===== config.mk =====
export PLATFORM = sky130hd
export DESIGN_NAME = can_testmode_ctl
export DESIGN_NICKNAME = d
export VERILOG_FILES = /design/src/rtl/can_tm_pkg.sv /design/src/rtl/tm_mode_sel.sv /design/src/rtl/tm_bit_path.sv /design/src/rtl/tm_err_cnt.sv /design/src/rtl/tm_irq_gate.sv /design/src/rtl/can_testmode_ctl.sv
export SDC_FILE = /design/constraint.sdc
export NUM_CORES = 1
export LEC_CHECK = 0
export BUFFER_PORTS_ARGS = -buffer_cell sky130_fd_sc_hd__clkbuf_2
export CAP_MARGIN = 40
export CORE_AREA = 2 2 62 64
export DETAILED_ROUTE_END_ITERATION = 16
export DIE_AREA = 0 0 64 66
export PLACE_DENSITY = 0.74
export SLEW_MARGIN = 20
export SYNTH_ARGS = -nofsm -noshare
export SYNTH_HDL_FRONTEND = slang
export SYNTH_SLANG_ARGS = --single-unit

===== constraint.sdc =====
create_clock -name clk -period 6.1 [get_ports clk]
set_clock_uncertainty 0.15 [all_clocks]
set_input_delay 0.61 -clock clk [delete_from_list [all_inputs] [get_ports clk]]
set_output_delay 0.61 -clock clk [all_outputs]
set_load 0.02 [all_outputs]

===== src/rtl/can_tm_pkg.sv =====
package can_tm_pkg;

    typedef enum logic [1:0] {
        MODE_NORMAL  = 2'b00,
        MODE_LOOPSIL = 2'b01,
        MODE_MONITOR = 2'b10
    } tm_mode_e;

    typedef enum logic [1:0] {
        ERR_ACTIVE  = 2'b00,
        ERR_PASSIVE = 2'b01,
        ERR_BUSOFF  = 2'b10
    } err_state_e;

    typedef struct packed {
        logic inc;
        logic dec;
    } cnt_upd_t;

    typedef struct packed {
        logic tx_done;
        logic rx_done;
        logic rx_acked;
    } frame_evt_t;

    // Loopback-silent wins when both requests are present.
    function automatic tm_mode_e pick_mode(input logic ls, input logic mon);
        if (ls)       return MODE_LOOPSIL;
        else if (mon) return MODE_MONITOR;
        else          return MODE_NORMAL;
    endfunction

endpackage


===== src/rtl/tm_mode_sel.sv =====
module tm_mode_sel
    import can_tm_pkg::*;
(
    input  logic     clk,
    input  logic     rst,
    input  logic     req_loopsil,
    input  logic     req_monitor,
    input  logic     eng_idle,
    output tm_mode_e mode
);
    tm_mode_e mode_q;

    always_ff @(posedge clk) begin
        if (rst)           mode_q <= MODE_NORMAL;
        else if (eng_idle) mode_q <= pick_mode(req_loopsil, req_monitor);
    end

    assign mode = mode_q;
endmodule


===== src/rtl/tm_bit_path.sv =====
module tm_bit_path
    import can_tm_pkg::*;
(
    input  tm_mode_e mode,
    input  logic     eng_tx_bit,
    input  logic     eng_ack_slot,
    input  logic     pin_rx,
    output logic     eng_rx_bit,
    output logic     pin_tx
);
    always_comb begin
        unique case (mode)
            MODE_LOOPSIL: begin
                pin_tx     = 1'b1;
                // The engine's own ACK slot reads dominant, so the self-sent frame is accepted.
                eng_rx_bit = eng_ack_slot ? 1'b0 : eng_tx_bit;
            end
            MODE_MONITOR: begin
                pin_tx     = 1'b1;
                eng_rx_bit = pin_rx;
            end
            default: begin
                pin_tx     = eng_tx_bit;
                eng_rx_bit = pin_rx;
            end
        endcase
    end
endmodule


===== src/rtl/tm_err_cnt.sv =====
module tm_err_cnt
    import can_tm_pkg::*;
#(
    parameter int CNT_W    = 9,
    parameter int INC_STEP = 8
) (
    input  logic             clk,
    input  logic             rst,
    input  logic             freeze,
    input  cnt_upd_t         upd,
    output logic [CNT_W-1:0] cnt
);
    localparam logic [CNT_W:0]   STEP_X = (CNT_W+1)'(INC_STEP);
    localparam logic [CNT_W:0]   MAX_X  = {1'b0, {CNT_W{1'b1}}};

    logic [CNT_W-1:0] cnt_q;
    logic [CNT_W:0]   sum;

    assign sum = {1'b0, cnt_q} + STEP_X;

    always_ff @(posedge clk) begin
        if (rst) begin
            cnt_q <= '0;
        end else if (!freeze) begin
            if (upd.inc)
                cnt_q <= (sum > MAX_X) ? {CNT_W{1'b1}} : sum[CNT_W-1:0];
            else if (upd.dec && cnt_q != '0)
                cnt_q <= cnt_q - 1'b1;
        end
    end

    assign cnt = cnt_q;
endmodule


===== src/rtl/tm_irq_gate.sv =====
module tm_irq_gate
    import can_tm_pkg::*;
(
    input  logic       clk,
    input  logic       rst,
    input  tm_mode_e   mode,
    input  frame_evt_t evt,
    output logic       irq_tx,
    output logic       irq_rx,
    output logic       bit_dom_err
);
    logic mon;
    assign mon = (mode == MODE_MONITOR);

    always_ff @(posedge clk) begin
        if (rst) begin
            irq_tx      <= 1'b0;
            irq_rx      <= 1'b0;
            bit_dom_err <= 1'b0;
        end else begin
            irq_tx      <= evt.tx_done && !mon;
            irq_rx      <= evt.rx_done && (!mon || evt.rx_acked);
            bit_dom_err <= evt.rx_done && mon && !evt.rx_acked;
        end
    end
endmodule


===== src/rtl/can_testmode_ctl.sv =====
module can_testmode_ctl
    import can_tm_pkg::*;
#(
    parameter int CNT_W       = 9,
    parameter int TX_ERR_STEP = 8,
    parameter int RX_ERR_STEP = 1,
    parameter int PASSIVE_LIM = 128,
    parameter int BUSOFF_LIM  = 256
) (
    input  logic             clk,
    input  logic             rst,
    input  logic             req_loopsil,
    input  logic             req_monitor,
    input  logic             eng_idle,
    input  logic             eng_tx_bit,
    input  logic             eng_ack_slot,
    output logic             eng_rx_bit,
    output logic             pin_tx,
    input  logic             pin_rx,
    input  logic             tx_err,
    input  logic             tx_ok,
    input  logic             rx_err,
    input  logic             rx_ok,
    input  logic             tx_done,
    input  logic             rx_done,
    input  logic             rx_acked,
    output logic             irq_tx,
    output logic             irq_rx,
    output logic             bit_dom_err,
    output logic [CNT_W-1:0] tec,
    output logic [CNT_W-1:0] rec,
    output logic [1:0]       err_state,
    output logic [1:0]       active_mode
);
    localparam int NUM_CNT = 2;
    localparam logic [CNT_W-1:0] PAS_L = CNT_W'(PASSIVE_LIM);
    localparam logic [CNT_W-1:0] BOF_L = CNT_W'(BUSOFF_LIM);

    tm_mode_e   mode;
    cnt_upd_t   upd   [NUM_CNT];
    logic [CNT_W-1:0] cnt_v [NUM_CNT];
    frame_evt_t evt;
    logic       freeze;

    tm_mode_sel u_mode (
        .clk(clk), .rst(rst),
        .req_loopsil(req_loopsil), .req_monitor(req_monitor),
        .eng_idle(eng_idle), .mode(mode)
    );

    tm_bit_path u_path (
        .mode(mode), .eng_tx_bit(eng_tx_bit), .eng_ack_slot(eng_ack_slot),
        .pin_rx(pin_rx), .eng_rx_bit(eng_rx_bit), .pin_tx(pin_tx)
    );

    assign freeze = (mode == MODE_MONITOR);
    assign upd[0] = '{inc: tx_err, dec: tx_ok};
    assign upd[1] = '{inc: rx_err, dec: rx_ok};

    for (genvar g = 0; g < NUM_CNT; g++) begin : g_cnt
        tm_err_cnt #(
            .CNT_W(CNT_W),
            .INC_STEP((g == 0) ? TX_ERR_STEP : RX_ERR_STEP)
        ) u_cnt (
            .clk(clk), .rst(rst), .freeze(freeze),
            .upd(upd[g]), .cnt(cnt_v[g])
        );
    end

    assign tec = cnt_v[0];
    assign rec = cnt_v[1];

    assign evt = '{tx_done: tx_done, rx_done: rx_done, rx_acked: rx_acked};

    tm_irq_gate u_irq (
        .clk(clk), .rst(rst), .mode(mode), .evt(evt),
        .irq_tx(irq_tx), .irq_rx(irq_rx), .bit_dom_err(bit_dom_err)
    );

    err_state_e st;
    always_comb begin
        if (mode == MODE_MONITOR)                st = ERR_PASSIVE;
        else if (tec >= BOF_L)                   st = ERR_BUSOFF;
        else if (tec >= PAS_L || rec >= PAS_L)   st = ERR_PASSIVE;
        else                                     st = ERR_ACTIVE;
    end

    assign err_state   = st;
    assign active_mode = mode;
endmodule


==> metrics <==
status finished, final reports clean; Initial Utilization roughly half; IO buf count 41; routability cong. between 0.8 and 0.9; total of max-cap violations 0; Final setup viols 0; share of cells above drive strength 1 between 20 and 25%; required time of the critical path around 5.3 ns; P_int between 0.2 and 0.3 mW; Fmax ~420 MHz; share of the synthesized area in the top cell type between 20% and 30%; initial antenna violation count 0; Yosys warning count 0; Comb pwr share approximately 43%; Rel. slew slack between 50% and 60%; Final #Nets ~280; ys flop type dfxtp_1; Fin Hold WS ~0.36 ns; switching power total ~0.22 mW; Synth-to-Final Area Change 12.1%; cell taking the most area after synthesis dfxtp_1; Iter 0 DRT Violations ~200; leak pwr 0.792 nW; Die H 66 um; Clock Path Buffers 2; clock share of power between 10% and 20%; number of global-route vias before repair between 1000 and 1500; final period utilization 39.3%; power per cell area 261 nW/um^2; commonest non-fill, non-tap cell in the layout clkbuf_2; Startpoint Class register; clock-pin slew on the worst setup and hold paths around 0.13 ns; RSZ-0062 raised after global routing no; Core ar. around 3600 um^2; H-tree depth 1; total track usage between 20% and 30%; post-route ant nets 0; n_diodes 0; CTS tree yes; crit-path max FO 14; CTS Buf Count 3; Pins Over Slew Limit 0; #FFs+latches synth 23; Final Hold Fails 0; CP Class reg -> out; die area around 4200 um^2; Synthesized Nets 245; total power just over 0.5 mW; buffer count from post-CTS setup fixing 0; total grt overflow 0; Worst-Margin Slew 0.677 ns; clock latency on the worst-skew pair 0.33 ns; # resized after CTS 0; # rows 22; largest net degree at the start of global routing 26; DRC viols 0; most frequent cells in the layout clkbuf_2, dfxtp_1, nor2_1; library cells used by synthesis roughly 50; average wire per standard cell about 14 um; Reg power frac 41.8%; sw frac a little over two fifths; die width between 60 and 70 um; Worst Path Arrival ~1.6 ns; post-synthesis sequential area ratio a little over a quarter; FFs w/ async S/R, synth 0%; first-pass GRT wire length 6840 um; WL final roughly 4100 um; class of the worst hold path in -> reg; synthesized area around 1700 um^2; Post-Synthesis Cells 221; clock period minus worst slack 2.39 ns; Post-CTS Hold Buffers 0; post-DP HPWL approximately 3000 um; total clock sinks 23; Setup crit end kind output pin; Mapped Avg Cell Area 7.79 um^2; first drt pass iteration count 4; num ports 42; setup_tns 0 ns; number of enable flip-flop cells after synthesis 0; Root Buffer clkbuf_4; synth top area cells dfxtp_1, ha_1, nor2_1; total number of vias about 1800; Via density about 5.9; Max VDD drop 0.000126 V
==> worst max-delay path: stages (launching register included) <==
cell and delay, ns:
dfxtp_1 0.40, ha_1 0.53, o21bai_1 0.19, clkbuf_2 0.18
==> cell families after synthesis <==
| group | synth area share (%) |
|---|---|
| buffers and inverters | 7.70 |
| flip-flops | 26.7 |
| adder cells (fa/ha/maj) | 6.54 |
| AND/OR/NAND/NOR | 28.2 |
| AO/OA/AOI/OAI | 28.6 |
| XOR/XNOR | 1.02 |
| multiplexers | 1.16 |
==> routing by layer <==
metal	routed length [um]	track usage, %	share of wire (%)
met4	91	7.88	2.2
met1	1930	28.9	47
met2	1870	30.3	45
met5	0	0	0
met3	234	2.73	5.7
==> stage by stage <==
stage	cell area, um^2	worst slack [ns]	utilization, %	cells
CTS	1930	3.71	54.3	298
detailed placement	1900	3.64	53.6	294
floorplan	1720	4.00	-	221
global route	1930	3.59	54.3	298
global placement	1900	3.68	53.6	294
finish	1930	3.71	54.3	298
==> power groups by stage <==
stage	registers, mW	clock network, mW	logic, mW
after floorplan	0.220	0	0.155
after global placement	0.213	0	0.213
after detailed placement	0.213	0	0.215
after CTS	0.210	0.0772	0.216
after global routing	0.216	0.0843	0.240
final	0.210	0.0767	0.217
==> cell usage after synthesis, types with 4 or more instances <==
cell      count
a31oi_1       7
clkbuf_1     12
or2_2         4
nor2_1       22
nor2b_1       4
nand2b_1      6
nor3_1       11
nor3b_1       5
a21oi_1      16
ha_1          9
nand3_1       7
dfxtp_1      23
inv_1        13
nand4_1       5
a211oi_1      5
o21ai_0      11
nand2_1       8
nand3b_1      4
==> cell type report <==
cell class              count  area (um^2)
inverters                  13         48.8
repair buffers             41          205
multi-input cells         169         1130
flip-flops and latches     23          460
clock buffers               4         26.3
well taps                  48         60.1
fillers                   354         1620
==> state kept, by name, indices dropped and copies added (netlist names) <==
name and flops:
g_cnt.u_cnt.cnt 18, u_irq.bit_dom_err 1, u_irq.irq_rx 1, u_irq.irq_tx 1, u_mode.mode 2
==> path summary, 6_finish.rpt <==
check	startpoint	cells after the start	slack, ns	end
setup reg to reg	g_cnt[1].u_cnt.cnt[3]	5	3.74	g_cnt[1].u_cnt.cnt[5]
hold reg to reg	u_mode.mode[1]	2	0.37	u_mode.mode[1]
hold / removal	tx_done	2	0.36	u_irq.irq_tx
setup / recovery	u_mode.mode[1]	3	3.71	err_state[0]
Note: power is estimated with default switching activity, not from simulation.
